`src/rtl/bitcell_pkg.sv`:
```
package bitcell_pkg;

    localparam int unsigned NBR_DEFAULT   = 8;
    localparam int unsigned PLANE_DEFAULT = 8;

    typedef enum logic {
        POL_INVERT = 1'b0,
        POL_PASS   = 1'b1
    } pol_e;

    function automatic logic apply_pol(input logic v, input pol_e p);
        return (p == POL_PASS) ? v : ~v;
    endfunction

endpackage

```
`src/rtl/cell_gather.sv`:
```
module cell_gather
    import bitcell_pkg::*;
#(
    parameter int unsigned NNBR = NBR_DEFAULT
) (
    input  logic [NNBR-1:0] nbr_i,
    input  logic [NNBR-1:0] gate_nbr_i,
    input  logic            self_bit_i,
    input  logic            gate_self_i,
    input  pol_e            pol_i,
    output logic            din_o
);
    logic any_hit;

    always_comb begin
        any_hit = |(nbr_i & gate_nbr_i) | (self_bit_i & gate_self_i);
        din_o   = apply_pol(any_hit, pol_i);
    end
endmodule

```
`src/rtl/cell_store.sv`:
```
module cell_store #(
    parameter int unsigned NCELL = 9
) (
    input  logic             clk,
    input  logic             rst,
    input  logic             din_i,
    input  logic [NCELL-1:0] wr_en_i,
    input  logic [NCELL-1:0] rd_en_i,
    output logic [NCELL-1:0] store_o,
    output logic             conflict_o
);
    logic [NCELL-1:0] clash;
    logic [NCELL-1:0] cell_q;

    assign clash = wr_en_i & rd_en_i;

    for (genvar c = 0; c < NCELL; c++) begin : g_cell
        always_ff @(posedge clk) begin
            if (rst) begin
                cell_q[c] <= 1'b0;
            end else if (wr_en_i[c] && !clash[c]) begin
                cell_q[c] <= din_i;
            end
        end
    end

    assign store_o    = cell_q;
    assign conflict_o = |clash;
endmodule

```
`src/rtl/cell_emit.sv`:
```
module cell_emit
    import bitcell_pkg::*;
#(
    parameter int unsigned NCELL = 9
) (
    input  logic [NCELL-1:0] store_i,
    input  logic [NCELL-1:0] rd_en_i,
    input  pol_e             rd_pol_i,
    input  pol_e             out_pol_i,
    output logic             out_o
);
    logic [NCELL-1:0] lit;
    logic             sum;

    for (genvar c = 0; c < NCELL; c++) begin : g_lit
        assign lit[c] = rd_en_i[c] & apply_pol(store_i[c], rd_pol_i);
    end

    always_comb begin
        sum   = |lit;
        out_o = apply_pol(sum, out_pol_i);
    end
endmodule

```
`src/rtl/bitcell_top.sv`:
```
module bitcell_top
    import bitcell_pkg::*;
#(
    parameter int unsigned NNBR   = NBR_DEFAULT,
    parameter int unsigned NPLANE = PLANE_DEFAULT
) (
    input  logic              clk,
    input  logic              rst,
    input  logic [NNBR-1:0]   nbr_i,
    input  logic [NNBR-1:0]   gate_nbr_i,
    input  logic              gate_self_i,
    input  logic              in_pass_i,
    input  logic [NPLANE:0]   wr_en_i,
    input  logic              rd_true_i,
    input  logic [NPLANE:0]   rd_en_i,
    input  logic              out_pass_i,
    output logic              out_o,
    output logic              conflict_o
);
    localparam int unsigned NCELL    = NPLANE + 1;
    localparam int unsigned SELF_IDX = NPLANE;

    logic [NCELL-1:0] store_q;
    logic             din;
    pol_e             in_pol, rd_pol, out_pol;

    assign in_pol  = pol_e'(in_pass_i);
    assign rd_pol  = pol_e'(rd_true_i);
    assign out_pol = pol_e'(out_pass_i);

    cell_gather #(.NNBR(NNBR)) u_gather (
        .nbr_i       (nbr_i),
        .gate_nbr_i  (gate_nbr_i),
        .self_bit_i  (store_q[SELF_IDX]),
        .gate_self_i (gate_self_i),
        .pol_i       (in_pol),
        .din_o       (din)
    );

    cell_store #(.NCELL(NCELL)) u_store (
        .clk        (clk),
        .rst        (rst),
        .din_i      (din),
        .wr_en_i    (wr_en_i),
        .rd_en_i    (rd_en_i),
        .store_o    (store_q),
        .conflict_o (conflict_o)
    );

    cell_emit #(.NCELL(NCELL)) u_emit (
        .store_i   (store_q),
        .rd_en_i   (rd_en_i),
        .rd_pol_i  (rd_pol),
        .out_pol_i (out_pol),
        .out_o     (out_o)
    );
endmodule

```
`config.mk`:
```
export PLATFORM = sky130hd
export DESIGN_NAME = bitcell_top
export DESIGN_NICKNAME = d
export VERILOG_FILES = /design/src/rtl/bitcell_pkg.sv /design/src/rtl/cell_gather.sv /design/src/rtl/cell_store.sv /design/src/rtl/cell_emit.sv /design/src/rtl/bitcell_top.sv
export SDC_FILE = /design/constraint.sdc
export NUM_CORES = 1
export LEC_CHECK = 0
export ABC_CLOCK_PERIOD_IN_PS = 1750
export BUFFER_PORTS_ARGS = -buffer_cell sky130_fd_sc_hd__buf_4
export CORE_ASPECT_RATIO = 1.1
export CORE_MARGIN = 1.5
export CORE_UTILIZATION = 40
export CTS_CLUSTER_DIAMETER = 30
export CTS_CLUSTER_SIZE = 40
export DETAILED_ROUTE_END_ITERATION = 8
export PLACE_DENSITY = 0.78
export SKIP_LAST_GASP = 1
export SYNTH_ARGS = -nofsm -noshare
export SYNTH_HDL_FRONTEND = slang
export SYNTH_HIERARCHICAL = 1
export SYNTH_SLANG_ARGS = --single-unit
```
`constraint.sdc`:
```
create_clock -name clk -period 1.75 [get_ports clk]
set_input_delay 0.35 -clock clk [delete_from_list [all_inputs] [get_ports clk]]
set_output_delay 0.35 -clock clk [all_outputs]
set_load 0.05 [all_outputs]
```
==> results of run 1 <==
## worst paths after layout
check	startpoint	endpoint	slack, ns	depth (start not counted)
max	u_store/store_o[2]$_SDFFE_PP0P_	out_o	-0.39	6
min reg2reg	u_store/store_o[5]$_SDFFE_PP0P_	u_store/store_o[5]$_SDFFE_PP0P_	0.52	2
max reg2reg	u_store/store_o[8]$_SDFFE_PP0P_	u_store/store_o[1]$_SDFFE_PP0P_	0.23	8
min	rst	u_store/store_o[6]$_SDFFE_PP0P_	0.32	2
## where the power goes
part           switching [mW]  internal, mW  total, mW
Sequential             0.0101         0.218      0.229
Clock                  0.0709        0.0878      0.159
Combinational          0.0956         0.129      0.224
Total                   0.177         0.435      0.611
## cell usage after synthesis, types with 2 or more instances
cell,count,area [um2]
dfxtp_1,9,180
nand3_1,3,15.0
nor2b_1,3,18.8
a22o_1,2,17.5
xor2_1,2,17.5
a221oi_2,2,30.0
nor2_1,9,33.8
a22oi_1,3,22.5
nand2b_1,8,50.1
mux2i_1,9,90.1
inv_1,5,18.8
a222oi_1,4,40.0
## metrics by stage
step                      instance area, um2  utilization [%]  TNS (ns)  setup WS (ns)
after global placement                  1020             72.9    -0.248         -0.248
after detailed placement                1020             72.9    -0.310         -0.298
final                                   1060             75.4    -0.385         -0.385
after CTS                               1050             75.3    -0.378         -0.378
after global routing                    1060             75.4    -0.472         -0.472
after floorplan                          636                -    -0.107         -0.107
## timing repair
item                                    in CTS  in global routing
endpoints found under the setup margin       1                  1
gates cloned                                 0                  0
resized for setup                            3                  1
pin swaps                                    4                  3
## per-layer routing
metal  track usage, %  up-vias
li1                 -      360
met1             24.5      316
met3             4.52        0
met5                0        -
met2             37.1       34
met4             6.00        0
## critical path, cell delays in order, from the launching register on
cell	delay, ns
dfxtp_2	0.34
inv_1	0.04
a222oi_1	0.39
nand3_1	0.15
a22oi_2	0.27
xor2_4	0.17
buf_6	0.17
## cell type report
cell class | instances | share of cell area (%)
multi-input combinational | 53 | 40.5
sequential | 9 | 17.4
timing repair buffer | 50 | 35.9
clock buffer | 4 | 2.49
inverter | 5 | 1.78
tap | 16 | 1.90
## cells by family (layout without fill, tap and decap cells)
logic type / after synthesis / count (layout) / share of synthesized area [%]
flip-flops: 9 / 9 / 29.2
AO/OA/AOI/OAI: 15 / 15 / 24.5
multiplexers: 9 / 9 / 14.6
AND/OR/NAND/NOR: 26 / 26 / 22.9
buffers and inverters: 7 / 59 / 4.46
XOR/XNOR: 3 / 3 / 4.26
==> flow_summary.toml, run 1 <==
[detailed_routing]
vias_per_cell = 5.18
dr.pass1.iters = 4
wl_met3_um = 124
drt_wl_total_um = 1720
remaining_drc_errors = 0
top_layer = "met3"
routedWlPerCell_um = 12.6
dr.first_iter.drc_count = 24
wl_met1_um = 732
dr_total_vias = 710
ant_nets = 0
wl_met2_um = 864

[job]
maxCapViolations = 0

[cells_and_area]
multi_input_area_um2 = 428
final_common_cell = "buf_4"
instances_no_fill = 137
area_growth_pct = 71.2
drive_above_1_share_pct = 51.2
layout_common_cells = "49 x buf_4, 9 x mux2i_1, 9 x nor2_1"
fillers = 106
nNetsFinal = 162
largest_reg_flops = 9
ff_latch_area_um2 = 184
diodes = 0

[synthesis]
ys_warn_count = 6
ys_seq_elements = 9
synth_area_per_cell_um2 = 8.94
yosysUniqueCellTypes = 22
synth_fp_nets = 109
async_reset_ff_share_pct = 0
syn_area_um2 = 617
synthCells = 69
synth_edf_count = 0
seq_area_frac_synth_pct = 29.2
synth_flop_cell = "dfxtp_1"

[placed_design]
dp.final_hpwl_um = 1450
portBuffers = 41
dp.cells = 133
place_congestion = 0.746

[floorplanning]
die_h_um = 44.2
fp-row-count = 14
io_pins = 42
fp.dieW_um = 40.4
core_um2 = 1400
die_area_um2 = 1790
start_util_pct = 44.0

[status]
failed_checks = "negative setup slack"
status = "finished with violations"

[clocking]
clk_pin_slew_ns = 0.06
ctsLongestPathBuffers = 2
post_cts_buffers = 0
cts_tree = "built"
clock_latency_ns = 0.26
root_buffer = "clkbuf_4"
htreeDepth = 1
cts_sinks = 9
cts_hold_buf = 0
cts_buffers = 3

[min_path]
hold_class = "input pin to register"

[pwr]
peakVddDrop_uv = 350
p_leak_nw = 0.514
cellPowerDensity_nw_per_um2 = 579
power_mw = 0.611

[timing]
hold_viol = 0
worst_slew_pin_slew_ns = 0.364
post-route-min-period_ns = 2.14
period_share_pct = 122
whs_ns = 0.321
max_clock_freq_mhz = 468
skew_ns = 0.00356
rsz0062_at_grt = "true"
final-max-slew-violation-count = 0
slew-limit-headroom_pct = 75.8
setup_violations = 1
fin_ws_ns = -0.385

[grt]
grt-ovfl-total = 0
grt_pass1_vias = 668
grt_max_degree = 10
grt_pass1_wl_um = 2570
antenna_found_initial = 0
grt.total_usage_pct = 21.1

[critical_path]
worstPathRequired_ns = 1.40
endpoint_kind = "output port"
arrival_ns = 1.79
cp_max_fo = 3
cp-start-kind = "register"
path_class = "register to output port"
Note: power is estimated with default switching activity, not from simulation.
==> run 2: changes to the inputs <==
--- a/config.mk
+++ b/config.mk
@@ -8,7 +8,6 @@
 export ABC_CLOCK_PERIOD_IN_PS = 1750
 export BUFFER_PORTS_ARGS = -buffer_cell sky130_fd_sc_hd__buf_4
 export CORE_ASPECT_RATIO = 1.1
-export CORE_MARGIN = 1.5
 export CORE_UTILIZATION = 40
 export CTS_CLUSTER_DIAMETER = 30
 export CTS_CLUSTER_SIZE = 40
==> flow_summary.toml, run 2 (synthesis results as in run 1) <==
[timing]
worst_slew_pin_slew_ns = 0.307
slew-limit-headroom_pct = 79.5
tns_ns = -0.304
final-max-slew-violation-count = 0
hold_viol = 0
max_clock_freq_mhz = 487
whs_ns = 0.329
rsz0062_at_grt = "true"
fin_ws_ns = -0.304
period_share_pct = 117
post-route-min-period_ns = 2.05
skew_ns = 0.00263
setup_violations = 1

[grt]
grt_pass1_wl_um = 2910
antenna_found_initial = 0
grt.total_usage_pct = 24.7
grt_max_degree = 10
grt-ovfl-total = 0
grt_pass1_vias = 749

[floorplanning]
die_h_um = 43.2
fp.dieW_um = 39.4
core_um2 = 1400
io_pins = 42
fp-row-count = 14
start_util_pct = 44.0
die_area_um2 = 1700

[detailed_routing]
remaining_drc_errors = 0
ant_nets = 0
dr.pass1.iters = 4
vias_per_cell = 5.29
dr_total_vias = 719
routedWlPerCell_um = 12.9
dr.first_iter.drc_count = 27
drt_wl_total_um = 1760

[cells_and_area]
ff_latch_area_um2 = 183
fillers = 104
area_growth_pct = 72.8
layout_common_cells = "48 x buf_4, 9 x mux2i_1, 9 x nor2_1"
final_common_cell = "buf_4"
multi_input_area_um2 = 447
final_util_pct = 76.1
diodes = 0
largest_reg_flops = 9
nNetsFinal = 161
instances_no_fill = 136
drive_above_1_share_pct = 50.8
design_area_um2 = 1070

[critical_path]
cpPeakStageDelay_ns = 0.35
critPathTopFamily = "compound AO/OA/AOI/OAI gates"
worstPathRequired_ns = 1.40
cp_slowest_cell = "a222oi_1"
arrival_ns = 1.70
cp-start-kind = "register"
path_cells = "inv_1 > a222oi_1 > nand3_1 > a22oi_2 > xor2_4 > buf_6"
endpoint_kind = "output port"
path_class = "register to output port"
cp.buffers_inverters = 2
cp_max_fo = 3

[placed_design]
dp.cells = 132
pre_cts_slack_ns = -0.265
place_area_um2 = 1010
dp.final_hpwl_um = 1440
portBuffers = 41
place_congestion = 0.739

[status]
failed_checks = "negative setup slack"
status = "finished with violations"

[clocking]
cts_sinks = 9
ctsLongestPathBuffers = 2
clk_pin_slew_ns = 0.07
root_buffer = "clkbuf_4"
cts_buffers = 3
cts_hold_buf = 0
post_cts_buffers = 0
clock_latency_ns = 0.26
cts_tree = "built"
htreeDepth = 1

[pwr]
power_mw = 0.620
p_leak_nw = 0.511
cellPowerDensity_nw_per_um2 = 581
peakVddDrop_uv = 445

[job]
maxCapViolations = 0

[min_path]
hold_class = "input pin to register"
-- run 2: cell type report --
type                       instances  area share, %
timing repair buffer              49           34.9
sequential                         9           17.1
multi-input combinational         53           41.9
inverter                           5           1.76
clock buffer                       4           2.46
tap                               16           1.88
-- run 2: per-layer routing --
| layer | GRT usage, % | wire, um |
|---|---|---|
| met2 | 42.3 | 914 |
| met1 | 28.1 | 670 |
| met5 | 0 | 0 |
| met3 | 6.81 | 162 |
| met4 | 8.28 | 13 |
-- run 2: final timing paths --
check                                                     start                         endpoint  slack (ns)  cells past startpoint
worst max register to register  u_store/store_o[8]$_SDFFE_PP0P_  u_store/store_o[1]$_SDFFE_PP0P_        0.23                      8
worst max-delay path            u_store/store_o[2]$_SDFFE_PP0P_                            out_o       -0.30                      6
worst min-delay path                                        rst  u_store/store_o[6]$_SDFFE_PP0P_        0.33                      2
worst min register to register  u_store/store_o[2]$_SDFFE_PP0P_  u_store/store_o[2]$_SDFFE_PP0P_        0.53                      2
-- run 2: repair_timing --
action,CTS,global route
pin swaps,2,3
gates resized for setup,3,2
cloned,0,0
endpoints found under the setup margin,1,1
-- run 2: power breakdown --
group          internal (mW)  switching, mW
clock network         0.0879         0.0747
registers              0.218         0.0105
logic                  0.130         0.0987
==> run 3: changes to the inputs <==
==> constraint.sdc (replaced) <==
create_clock -name clk -period 1.75 [get_ports clk]
set_input_delay 0.0875 -clock clk [delete_from_list [all_inputs] [get_ports clk]]
set_output_delay 0.0875 -clock clk [all_outputs]
set_load 0.05 [all_outputs]
==> flow_summary.toml, run 3 (synthesis results as in run 1) <==
[clocking]
root_buffer = "clkbuf_4"
cts_buffers = 3
htreeDepth = 1
clk_pin_slew_ns = 0.07
cts_sinks = 9
ctsLongestPathBuffers = 2
clock_latency_ns = 0.26
cts_tree = "built"

[min_path]
hp-start = "rst"
whs_path_depth = 2
hold_class = "input pin to register"

[timing]
worst_slew_pin_slew_ns = 0.298
period_share_pct = 99.9
max_clock_freq_mhz = 572
post-route-min-period_ns = 1.75
fin_ws_ns = 0.00138
whs_ns = 0.0672
setup_violations = 0
hold_viol = 0
final-max-slew-violation-count = 0
skew_ns = 0.00905
rsz0062_at_grt = "true"
slew-limit-headroom_pct = 80.2

[pwr]
swShare_pct = 29.5
peakVddDrop_uv = 451
p_leak_nw = 0.474
cellPowerDensity_nw_per_um2 = 605
pwr-share-comb_pct = 34.3
p_sw_mw = 0.177
seqPwrFrac_pct = 38.2
clockPowerShare_pct = 27.4
power.internal_mw = 0.422

[detailed_routing]
drt_wl_total_um = 1610
dr.pass1.iters = 4
vias_per_cell = 5.26
dr.first_iter.drc_count = 27
routedWlPerCell_um = 12.5
remaining_drc_errors = 0
dr_total_vias = 678
ant_nets = 0

[grt]
grt_pass1_wl_um = 2500
grt_pass1_vias = 615
grt.total_usage_pct = 21.1
antenna_found_initial = 0
grt_max_degree = 10
grt-ovfl-total = 0

[placed_design]
portBuffers = 41
place_area_um2 = 951
dp.final_hpwl_um = 1310
pre_cts_slack_ns = 0.204
place_congestion = 0.692

[floorplanning]
start_util_pct = 44.0
die_area_um2 = 1700
fp.dieW_um = 39.4
fp-row-count = 14
io_pins = 42
core_um2 = 1400
die_h_um = 43.2

[cells_and_area]
diodes = 0
layout_common_cells = "41 x buf_4, 9 x mux2i_1, 9 x nor2_1"
area_growth_pct = 60.2
largest_reg_flops = 9
design_area_um2 = 988
drive_above_1_share_pct = 46.9
final_util_pct = 70.5
nNetsFinal = 154
final_common_cell = "buf_4"

[critical_path]
cp-start-kind = "register"
critPathLaunch = "u_store/store_o[6]$_SDFFE_PP0P_"
rr_worst_depth = 7
arrival_ns = 1.66
endpoint_kind = "output port"
path_class = "register to output port"
worstPathRequired_ns = 1.66
reg2reg_from = "u_store/store_o[8]$_SDFFE_PP0P_"
cp_max_fo = 3

[job]
maxCapViolations = 0

[status]
status = "complete, no violations"
-- run 3: power groups by stage --
stage,Sequential [mW],Clock [mW],Combinational [mW]
final,0.229,0.164,0.205
after global routing,0.230,0.185,0.221
after CTS,0.228,0.172,0.206
after detailed placement,0.233,0,0.200
after global placement,0.232,0,0.197
after floorplan,0.230,0,0.100
-- run 3: worst paths after layout --
| path | slack, ns | end |
|---|---|---|
| max | 0.001 | out_o |
| min | 0.07 | u_store/store_o[6]$_SDFFE_PP0P_ |
| max reg2reg | 0.32 | u_store/store_o[2]$_SDFFE_PP0P_ |
| min reg2reg | 0.54 | u_store/store_o[5]$_SDFFE_PP0P_ |
-- run 3: what timing repair did --
action,in CTS,in global routing
endpoints found under the setup margin,1,1
gates resized for setup,3,0
hold buffers,0,0
buffers inserted,0,0
-- run 3: worst max-delay path, cell delays in order (launching register included) --
cell      delay [ns]
dfxtp_2         0.34
a22o_1          0.22
a221oi_2        0.19
nand4_1         0.13
a22oi_2         0.18
xor2_2          0.16
buf_6           0.17
-- run 3: stage by stage --
| stage | TNS (ns) | std cells | total power [mW] |
|---|---|---|---|
| 3_5_place_dp | 0 | 125 | 0.433 |
| 4_1_cts | -0.00793 | 129 | 0.606 |
| 5_1_grt | -0.0944 | 129 | 0.636 |
| 6_report | 0 | 129 | 0.598 |
| 2_1_floorplan | 0 | 69 | 0.330 |
| 3_3_place_gp | 0 | 125 | 0.429 |
-- run 3: cell type report --
class / count / area [um2]
Clock buffer: 4 / 26.3
Fill cell: 128 / 413
Inverter: 5 / 18.8
Multi-Input combinational cell: 53 / 423
Sequential cell: 9 / 181
Tap cell: 16 / 20.0
Timing Repair Buffer: 42 / 319
-- run 3: metal layers --
metal | GRT usage (%) | part of all wire (%) | routed length (um) | vias up
met4 | 8.28 | 0.81 | 13 | 0
met2 | 34.8 | 51 | 817 | 30
met1 | 26.0 | 41 | 665 | 303
met5 | 0 | 0 | 0 | -
met3 | 3.66 | 7.3 | 118 | 2
li1 | - | - | - | 343
